[src/rtl/sig_pkg.sv]
package sig_pkg;

    localparam int FW         = 5;
    localparam int D4_FRAMES  = 12;
    localparam int EXT_FRAMES = 24;
    localparam int SLOT_A     = 3;
    localparam int SLOT_B     = 2;
    localparam int SLOT_C     = 1;
    localparam int SLOT_D     = 0;

    typedef logic [3:0] abcd_t;

    // which signalling slot (0..3) a frame carries, 4 = none
    function automatic logic [2:0] sig_slot(input logic [FW-1:0] fr);
        case (fr)
            5'd5:    return 3'd0;
            5'd11:   return 3'd1;
            5'd17:   return 3'd2;
            5'd23:   return 3'd3;
            default: return 3'd4;
        endcase
    endfunction

    // letters written by a slot, bit SLOT_A..SLOT_D
    function automatic abcd_t slot_mask(input logic [2:0] slot, input logic ext);
        if (slot > 3'd3)
            return '0;
        if (ext)
            return abcd_t'(4'b1000 >> slot);
        case (slot)
            3'd0:    return 4'b1010;
            3'd1:    return 4'b0101;
            default: return 4'b0000;
        endcase
    endfunction

    // multiframes kept frozen after inhibit release
    function automatic logic [2:0] freeze_len(input logic [1:0] code);
        case (code)
            2'd0:    return 3'd0;
            2'd1:    return 3'd1;
            2'd2:    return 3'd2;
            default: return 3'd4;
        endcase
    endfunction

endpackage

[src/rtl/sig_timing.sv]
module sig_timing
    import sig_pkg::*;
#(
    parameter int NUM_CH  = 24,
    parameter int CH_BITS = 8,
    localparam int CW     = $clog2(NUM_CH),
    localparam int BW     = $clog2(CH_BITS)
) (
    input  logic          clk,
    input  logic          rst_n,
    input  logic          bit_vld,
    input  logic [CW-1:0] chan_idx,
    input  logic [BW-1:0] bit_idx,
    input  logic [FW-1:0] frame_idx,
    input  logic          ext_mf,
    output abcd_t         cap_mask,
    output logic          mf_end,
    output logic          bit8_o,
    output logic          chan_clk_o,
    output logic          mf_pulse_o
);

    typedef struct packed {
        logic bit8;
        logic chclk;
        logic mfp;
    } tim_t;

    tim_t s_d, s_q;
    logic in_range, lsb;
    logic [FW-1:0] last_fr;

    always_comb begin
        in_range = ({1'b0, chan_idx} < (CW+1)'(NUM_CH));
        lsb      = bit_vld && in_range && (bit_idx == BW'(CH_BITS-1));
        last_fr  = ext_mf ? FW'(EXT_FRAMES-1) : FW'(D4_FRAMES-1);
        mf_end   = lsb && (chan_idx == CW'(NUM_CH-1)) && (frame_idx == last_fr);
        cap_mask = lsb ? slot_mask(sig_slot(frame_idx), ext_mf) : '0;

        s_d       = s_q;
        s_d.bit8  = lsb;
        s_d.chclk = bit_vld && in_range && (bit_idx < BW'(CH_BITS/2));
        s_d.mfp   = mf_end;
    end

    always_ff @(posedge clk) begin
        if (!rst_n) s_q <= '0;
        else        s_q <= s_d;
    end

    assign bit8_o     = s_q.bit8;
    assign chan_clk_o = s_q.chclk;
    assign mf_pulse_o = s_q.mfp;

endmodule

[src/rtl/sig_freeze.sv]
module sig_freeze
    import sig_pkg::*;
(
    input  logic       clk,
    input  logic       rst_n,
    input  logic       slip_in,
    input  logic       inhibit_n,
    input  logic [1:0] hold_mode,
    input  logic       mf_end,
    output logic       freeze_now,
    output logic       freeze_o
);

    typedef struct packed {
        logic [2:0] timer;
        logic       frz;
    } frz_t;

    frz_t s_d, s_q;

    always_comb begin
        freeze_now = !inhibit_n || slip_in || (s_q.timer != 3'd0);
        s_d        = s_q;
        s_d.frz    = freeze_now;
        if (!inhibit_n)
            s_d.timer = freeze_len(hold_mode);
        else if (mf_end && (s_q.timer != 3'd0))
            s_d.timer = s_q.timer - 3'd1;
    end

    always_ff @(posedge clk) begin
        if (!rst_n) s_q <= '0;
        else        s_q <= s_d;
    end

    assign freeze_o = s_q.frz;

endmodule

[src/rtl/sig_store.sv]
module sig_store
    import sig_pkg::*;
#(
    parameter int NUM_CH = 24,
    localparam int CW    = $clog2(NUM_CH)
) (
    input  logic          clk,
    input  logic          rst_n,
    input  logic          ser_in,
    input  logic [CW-1:0] chan_idx,
    input  abcd_t         cap_mask,
    input  logic          mf_end,
    input  logic          freeze_now,
    output abcd_t         sig_o
);

    typedef struct packed {
        logic [NUM_CH-1:0][3:0] cand;
        logic [NUM_CH-1:0][3:0] prev;
        logic [NUM_CH-1:0][3:0] held;
        abcd_t                  sig;
    } st_t;

    st_t s_d, s_q;

    always_comb begin
        s_d = s_q;
        // capture this step's LSB into the letters its frame carries
        for (int c = 0; c < NUM_CH; c++) begin
            if (chan_idx == CW'(c)) begin
                for (int j = 0; j < 4; j++) begin
                    if (cap_mask[j]) s_d.cand[c][j] = ser_in;
                end
            end
        end
        // two-multiframe integration at the multiframe end
        if (mf_end) begin
            for (int c = 0; c < NUM_CH; c++) begin
                s_d.prev[c] = s_d.cand[c];
                if (!freeze_now && (s_d.cand[c] == s_q.prev[c]))
                    s_d.held[c] = s_d.cand[c];
            end
        end
        // present the current channel's held word
        s_d.sig = '0;
        for (int c = 0; c < NUM_CH; c++) begin
            if (chan_idx == CW'(c)) s_d.sig = s_q.held[c];
        end
    end

    always_ff @(posedge clk) begin
        if (!rst_n) s_q <= '0;
        else        s_q <= s_d;
    end

    assign sig_o = s_q.sig;

endmodule

[src/rtl/rb_sig_extract.sv]
module rb_sig_extract
    import sig_pkg::*;
#(
    parameter int NUM_CH  = 24,
    parameter int CH_BITS = 8,
    localparam int CW     = $clog2(NUM_CH),
    localparam int BW     = $clog2(CH_BITS)
) (
    input  logic          clk,
    input  logic          rst_n,
    input  logic          ser_in,
    input  logic          bit_vld,
    input  logic [CW-1:0] chan_idx,
    input  logic [BW-1:0] bit_idx,
    input  logic [FW-1:0] frame_idx,
    input  logic          slip_in,
    input  logic          inhibit_n,
    input  logic [1:0]    hold_mode,
    input  logic          ext_mf,
    output logic          sig_a,
    output logic          sig_b,
    output logic          sig_c,
    output logic          sig_d,
    output logic          bit8_o,
    output logic          chan_clk_o,
    output logic          freeze_o,
    output logic          mf_pulse_o
);

    abcd_t cap_mask;
    abcd_t sig_w;
    logic  mf_end;
    logic  freeze_now;

    sig_timing #(.NUM_CH(NUM_CH), .CH_BITS(CH_BITS)) u_timing (
        .clk        (clk),
        .rst_n      (rst_n),
        .bit_vld    (bit_vld),
        .chan_idx   (chan_idx),
        .bit_idx    (bit_idx),
        .frame_idx  (frame_idx),
        .ext_mf     (ext_mf),
        .cap_mask   (cap_mask),
        .mf_end     (mf_end),
        .bit8_o     (bit8_o),
        .chan_clk_o (chan_clk_o),
        .mf_pulse_o (mf_pulse_o)
    );

    sig_freeze u_freeze (
        .clk        (clk),
        .rst_n      (rst_n),
        .slip_in    (slip_in),
        .inhibit_n  (inhibit_n),
        .hold_mode  (hold_mode),
        .mf_end     (mf_end),
        .freeze_now (freeze_now),
        .freeze_o   (freeze_o)
    );

    sig_store #(.NUM_CH(NUM_CH)) u_store (
        .clk        (clk),
        .rst_n      (rst_n),
        .ser_in     (ser_in),
        .chan_idx   (chan_idx),
        .cap_mask   (cap_mask),
        .mf_end     (mf_end),
        .freeze_now (freeze_now),
        .sig_o      (sig_w)
    );

    assign sig_a = sig_w[SLOT_A];
    assign sig_b = sig_w[SLOT_B];
    assign sig_c = sig_w[SLOT_C];
    assign sig_d = sig_w[SLOT_D];

endmodule

[config.mk]
export PLATFORM = sky130hd
export DESIGN_NAME = rb_sig_extract
export DESIGN_NICKNAME = d
export VERILOG_FILES = /design/src/rtl/sig_pkg.sv /design/src/rtl/sig_timing.sv /design/src/rtl/sig_freeze.sv /design/src/rtl/sig_store.sv /design/src/rtl/rb_sig_extract.sv
export SDC_FILE = /design/constraint.sdc
export NUM_CORES = 1
export LEC_CHECK = 0
export BUFFER_PORTS_ARGS = -buffer_cell sky130_fd_sc_hd__buf_2
export CAP_MARGIN = 10
export CORE_MARGIN = 5
export CORE_UTILIZATION = 34
export CTS_BUF_LIST = sky130_fd_sc_hd__clkbuf_4 sky130_fd_sc_hd__clkbuf_8
export DETAILED_ROUTE_END_ITERATION = 8
export PLACE_DENSITY = 0.57
export SYNTH_ARGS = -nofsm -noshare
export SYNTH_HDL_FRONTEND = slang
export SYNTH_SLANG_ARGS = --single-unit
[constraint.sdc]
create_clock -name clk -period 7.5 [get_ports clk]
set_clock_uncertainty 0.1 [all_clocks]
set_input_delay 0.375 -clock clk [delete_from_list [all_inputs] [get_ports clk]]
set_output_delay 0.375 -clock clk [all_outputs]
set_load 0.02 [all_outputs]
==> impl_metrics.csv, run 1 <==
group,metric,value,unit
setup_path,worstSetupPathType,"primary input to register",
place,place_congestion,0.9475,
cells_and_area,layout-drive-gt1-share,14.81,%
floorplan,ios,30,
setup_path,end_kind,"register",
setup_path,path_depth,9,
clock_tree,clock_latency,630,ps
cells_and_area,synthToLayoutAreaGrowth,12.30,%
power_and_ir_drop,p_seq_share,46.8,%
global_route,grt_max_degree,84,
run_status,status,"complete, no violations",
sta,max_freq,253.4,MHz
routing,drc,0,
cells_and_area,diodes,0,
clock_tree,cts_root_buffer,"clkbuf_8",
sta,tns,0,ps
logic_synthesis,ys_seq_area_share,39.70,%
logic_synthesis,synthesis.nets,1807,
cells_and_area,multiInputGateArea,8492,um^2
power_and_ir_drop,swShare,24.24,%
setup_path,cp.arrival,4390,ps
logic_synthesis,synth.most_common_cell,"dfxtp_1",
sta,worst_pin_slew,1224,ps
global_route,grt_pass1_vias,12872,
setup_path,critPathMaxFanout,15,
setup_path,critPathLaunch,"chan_idx[4]",
setup_path,startpoint_type,"primary input",
power_and_ir_drop,switching_power,825.7,uW
global_route,gr-total-overflow,0,
logic_synthesis,synth.distinct_cells,102,
logic_synthesis,synth_edf_count,0,
logic_synthesis,synth_area_per_cell,8.456,um^2
cells_and_area,final_net_count,1809,
setup_path,crit_slowest_cell,"nor2b_1",
clock_tree,clock_path_buffers,3,
clock_tree,cts_inserted_buffers,54,
sta,finalCritPeriodShare,52.62,%
setup_path,slowest_delay,880,ps
power_and_ir_drop,p_per_area,201.2,nW/um^2
logic_synthesis,synth_flop_cell,"dfxtp_1",
power_and_ir_drop,combPwrFrac,4.8,%
sta,hold_viol_final,0,
floorplan,rows,77,
logic_synthesis,synthCells,1783,
floorplan,start_util,34.24,%
clock_tree,h-tree-depth,2,
power_and_ir_drop,clkPwrFrac,48.5,%
routing,vias,13623,
hold_path,hold_path.class,"primary input to register",
logic_synthesis,synth_area_leaders,"dfxtp_1, nor2_1, a211oi_1",
sta,drv_slew,0,
routing,wirelength,49370,um
cells_and_area,fin_util,38.46,%
cells_and_area,nFillCells,4513,
power_and_ir_drop,p_int,2581,uW
setup_path,critPathBufInv,2,
routing,drtPass1Iterations,5,
setup_path,r2r-end,"u_store.s_q[64]$_SDFFE_PN0P_",
setup_path,critical_path.endpoint,"u_store.s_q[64]$_SDFFE_PN0P_",
setup_path,cp.required,7940,ps
floorplan,dieHeight,220.6,um
global_route,grt_pass1_wl,75620,um
logic_synthesis,synthTopCellsByCount,"dfxtp_1, nor2_1, nand2_1, a211oi_1, clkbuf_1",
logic_synthesis,synth-seq-cells,299,
setup_path,cp_cell_sequence,"buf_2 > nor2b_1 > nand4_1 > nor2_1 > buf_4 > nand2_1 > nor4_2 > mux2_2 > o211ai_1",
setup_path,reg2reg_slack,4220,ps
flow_run,max_cap_viol_count,0,
setup_path,rr_worst_depth,10,
clock_tree,cts_resized,0,
setup_path,path_delay_family,"simple AND/OR/NAND/NOR gates",
routing,wire_per_inst,20.44,um
floorplan,core-area,44030,um^2
power_and_ir_drop,p_leak,0.006023,uW
sta,slew_headroom,18.33,%
clock_tree,clkSinkCount,299,
clock_tree,cts_setup_buffers,0,
sta,rsz0062_at_grt,"no",
routing,antenna_left,0,
logic_synthesis,netlist.area_leader.share,39.70,%
logic_synthesis,synth_area,15080,um^2
sta,setup_violations,0,
cells_and_area,regArea,5986,um^2
floorplan,die_x,220.6,um
routing,vias_per_cell,5.641,
place,hpwl,32220,um
logic_synthesis,synth_warnings,0,
floorplan,die_area,48660,um^2
logic_synthesis,yosysTopAreaCell,"dfxtp_1",
place,port_buffers,29,
global_route,antenna_found_initial,0,
power_and_ir_drop,ir_worst_vdd,0.1020,mV
sta,min_period,3947,ps
routing,drt_iter0_drc,1100,
clock_tree,clk_pin_slew_worst_paths,60,ps
setup_path,r2r-start,"u_freeze.s_q[1]$_SDFFE_PN0P_",
global_route,grtUsageTotal,19.93,%
clock_tree,cts_tree,"built",
logic_synthesis,synthArstFlopShare,0,%
-- worst reg2reg max path, cell delays in order, from the launching register on --
cell and delay (ps):
dfxtp_1 330, inv_1 80, ha_1 190, and4bb_2 330, o211ai_2 220, nor2_1 420, buf_4 400, nand2_1 120
nor4_2 520, mux2_2 390, o211ai_1 90
-- sequential cells by signal, summed over array words and instances (netlist names) --
| signal | cells |
|---|---|
| u_store.sig_o | 4 |
| u_freeze.freeze_o | 1 |
| u_freeze.s_q | 3 |
| u_timing.mf_pulse_o | 1 |
| u_timing.bit8_o | 1 |
| u_store.s_q | 288 |
| u_timing.chan_clk_o | 1 |
-- per-layer routing --
| layer | up-vias | global-route usage, % | share of wire (%) |
|---|---|---|---|
| met5 | - | 0 | 0 |
| met4 | 0 | 7.112 | 3.4 |
| met3 | 119 | 3.585 | 7.5 |
| met2 | 478 | 30.86 | 44 |
| met1 | 6566 | 27.97 | 45 |
| li1 | 6460 | - | - |
-- stage by stage --
step	area [um^2]	std cells	total power, uW	setup WS (ps)	hold slack (ps)
after floorplan	15080	1783	1727	4734	331.7
after global placement	15670	2312	1784	3293	357.4
after detailed placement	15670	2312	1785	3036	366.3
after CTS	16900	2414	3437	3672	91.29
after global routing	16930	2415	3526	3331	116.4
final	16930	2415	3406	3553	132.4
-- cell usage in the layout (no fill, tap or decap), drive strengths merged, types with 16 or more instances in the layout --
cell type,count
dfxtp,299
nand2,130
o31ai,16
mux2i,44
o211ai,22
and3,17
inv,32
mux2,63
o22ai,16
clkbuf,84
a21oi,68
o21ai,85
and2,71
a211oi,88
nor2b,18
xor2,27
xnor2,25
nor3,63
nand3,66
nor2,269
buf,54
-- layout make-up --
class / count / share of cell area, %
Clock buffer: 84 / 6.200
Multi-Input combinational cell: 1336 / 50.16
Timing Repair Buffer: 62 / 2.572
Sequential cell: 299 / 35.35
Clock inverter: 10 / 0.6060
Inverter: 32 / 0.7390
Tap cell: 592 / 4.375
-- power by group through the flow --
stage	clock network (uW)	logic, uW	registers (uW)
floorplan	0	97.1	1630
global placement	0	157	1630
detailed placement	0	158	1630
CTS	1680	161	1590
global route	1760	172	1590
finish	1650	163	1590
-- what timing repair did --
action                                 CTS  global route
setup endpoints to repair                0             0
hold buffers                             8             0
endpoints found under the hold margin    5             0
-- how the worst min path moves through the flow --
stage          cells after the start                         start                           end
2_1_floorplan                      2  u_store.s_q[75]$_SDFFE_PN0P_  u_store.s_q[75]$_SDFFE_PN0P_
3_3_place_gp                       2  u_store.s_q[87]$_SDFFE_PN0P_  u_store.s_q[87]$_SDFFE_PN0P_
3_5_place_dp                       2  u_store.s_q[95]$_SDFFE_PN0P_  u_store.s_q[95]$_SDFFE_PN0P_
4_1_cts                            3                       slip_in  u_freeze.freeze_o$_SDFF_PN0_
5_1_grt                            3                       slip_in  u_freeze.freeze_o$_SDFF_PN0_
6_report                           3                       slip_in  u_freeze.freeze_o$_SDFF_PN0_
-- kinds of logic (layout without fill, tap and decap cells) --
group,count (synthesis),in the layout,share of synthesized area (%)
simple gates,753,753,25.27
xor+xnor,52,52,3.021
mux,109,109,8.000
flops,299,299,39.70
fa+ha+maj,2,2,0.1659
compound gates,420,420,19.80
buf+inv,148,188,4.042
No activity file was read; power rests on OpenSTA's default activity.
==> inputs of run 2 (changes only) <==
Settings changed: PLACE_DENSITY 0.57 to 0.59.
Clock period 7.5 ns to 3.5 ns, I/O delays scaled along.
==> run 2 against run 1 <==
Compared with the run above:
- critical path depth shrank 1
- via count increased by 1.9%
- global-route usage barely moved
- utilization increased by 1.2 points
- register-to-register slack got worse by 3800 ps
- final cell count is 2.5% higher
- sequential share of layout area fell by 1.1 points
- flip-flop and latch count unchanged
- non-clock buffer count up 64
- highest routed layer unchanged
==> impl_metrics.csv, run 2 (synthesized netlist as in run 1, its figures left out) <==
group,metric,value,unit
floorplan,dieHeight,220.6,um
setup_path,worstSetupPathType,"register to register",
sta,rsz0062_at_grt,"no",
setup_path,end_kind,"register",
setup_path,startpoint_type,"register",
floorplan,die_x,220.6,um
routing,drtPass1Iterations,6,
global_route,grt_max_degree,91,
routing,drt_iter0_drc,1320,
sta,tns,0,ps
cells_and_area,synthToLayoutAreaGrowth,15.77,%
setup_path,cp_cell_sequence,"inv_1 > ha_1 > and4bb_2 > o211ai_2 > or2_1 > a311o_1 > or4_4 > mux2_1",
routing,vias,13882,
setup_path,critPathMaxFanout,5,
clock_tree,clkSinkCount,299,
cells_and_area,largest_register_ffs,288,
setup_path,critPathBufInv,1,
flow_run,max_cap_viol_count,0,
sta,setup_violations,0,
power_and_ir_drop,ir_worst_vdd,0.2178,mV
cells_and_area,top_register,"u_store.s_q",
routing,wire_per_inst,20.03,um
clock_tree,clock_latency,620,ps
cells_and_area,final_net_count,1873,
cells_and_area,nFillCells,4437,
hold_path,hold_path.class,"primary input to register",
sta,worst_slack,423.9,ps
sta,worst_pin_slew,1228,ps
clock_tree,cts_setup_buffers,0,
cells_and_area,layout-drive-gt1-share,17.31,%
setup_path,crit_slowest_cell,"or2_1",
cells_and_area,layout_common_cells,"dfxtp_1, nor2_1, nand2_1",
global_route,grtUsageTotal,19.98,%
clock_tree,cts_resized,0,
routing,vias_per_cell,5.609,
routing,drc,0,
clock_tree,holdBufCountCts,11,
floorplan,ios,30,
cells_and_area,layout.cells.non_filler,2475,
global_route,gr-total-overflow,0,
routing,antenna_left,0,
cells_and_area,final_common_cell,"dfxtp_1",
routing,wirelength,49570,um
run_status,status,"complete, no violations",
place,port_buffers,29,
setup_path,cp.arrival,3480,ps
cells_and_area,fin_area,17450,um^2
sta,drv_slew,0,
place,place_congestion,0.9495,
floorplan,die_area,48660,um^2
place,pre_cts_slack,1.669,ps
setup_path,slowest_delay,470,ps
clock_tree,h-tree-depth,2,
clock_tree,clock_path_buffers,3,
clock_tree,cts_root_buffer,"clkbuf_8",
floorplan,rows,77,
clock_tree,cts_tree,"built",
setup_path,cp.required,3900,ps
sta,slew_headroom,17.24,%
sta,max_freq,325.1,MHz
global_route,grt_pass1_vias,13139,
clock_tree,cts_inserted_buffers,54,
power_and_ir_drop,p_per_area,411.2,nW/um^2
sta,finalCritPeriodShare,87.89,%
cells_and_area,diodes,0,
global_route,antenna_found_initial,0,
sta,hold_viol_final,0,
global_route,grt_pass1_wl,76330,um
place,dp.cells,2374,
floorplan,core-area,44030,um^2
setup_path,path_delay_family,"simple AND/OR/NAND/NOR gates",
place,hpwl,33810,um
sta,min_period,3076,ps
floorplan,start_util,34.24,%
clock_tree,clk_pin_slew_worst_paths,60,ps
power_and_ir_drop,p_leak,0.006335,uW
place,placed_area,16250,um^2
[run 2: cell count changes in the layout (fill, tap and decap cells not counted), sizes merged]
cell | before | now
buf | 54 | 115
clkinv | 7 | 4
dlygate4sd3 | 8 | 11
bufinv | 2 | 0
clkbuf | 84 | 85
[run 2: worst paths after layout]
path | startpoint | end | slack, ps | cells past startpoint
worst max-delay path | u_freeze.s_q[1]$_SDFFE_PN0P_ | u_store.s_q[18]$_SDFFE_PN0P_ | 420 | 8
worst min-delay path | frame_idx[0] | u_store.s_q[224]$_SDFF_PN0_ | 170 | 6
worst max register to register | u_freeze.s_q[1]$_SDFFE_PN0P_ | u_store.s_q[18]$_SDFFE_PN0P_ | 420 | 8
worst min register to register | u_store.s_q[95]$_SDFFE_PN0P_ | u_store.s_q[95]$_SDFFE_PN0P_ | 360 | 2
[run 2: layer usage]
layer / GRT usage, % / vias to the layer above / wire length (um)
met4: 6.781 / 0 / 1557
met1: 28.29 / 6679 / 22790
met3: 3.762 / 101 / 3798
met5: 0 / - / 0
li1: - / 6591 / -
met2: 30.65 / 511 / 21420
[run 2: cell type report]
| cell class | instances | area, um^2 | area share (%) |
|---|---|---|---|
| well taps | 592 | 740.7 | 4.244 |
| clock buffers | 85 | 1070 | 6.129 |
| multi-input cells | 1336 | 8489 | 48.64 |
| flip-flops and latches | 299 | 5986 | 34.29 |
| inverters | 32 | 125.1 | 0.7168 |
| clock inverters | 5 | 27.53 | 0.1577 |
| repair buffers | 126 | 1016 | 5.821 |
[run 2: where the power goes]
| group | switching, uW | internal, uW |
|---|---|---|
| registers | 1.87 | 3410 |
| clock network | 1470 | 1910 |
| logic | 276 | 102 |
[run 2: through the flow]
| stage | util [%] | hold slack, ps | total power, uW |
|---|---|---|---|
| 6_report | 39.64 | 174.0 | 7178 |
| 5_1_grt | 39.64 | 212.5 | 7439 |
| 4_1_cts | 39.64 | 113.9 | 7257 |
| 3_5_place_dp | 36.90 | 291.2 | 3848 |
| 3_3_place_gp | 36.90 | 281.2 | 3846 |
| 2_1_floorplan | - | 154.3 | 3700 |
[run 2: worst register-to-register path: cells and delay by family, from the launching register on]
| family | cells | cell delay, ps |
|---|---|---|
| compound gates | 2 | 700 |
| fa+ha+maj | 1 | 200 |
| buf+inv | 1 | 80 |
| flops | 1 | 320 |
| mux | 1 | 320 |
| simple gates | 3 | 1240 |
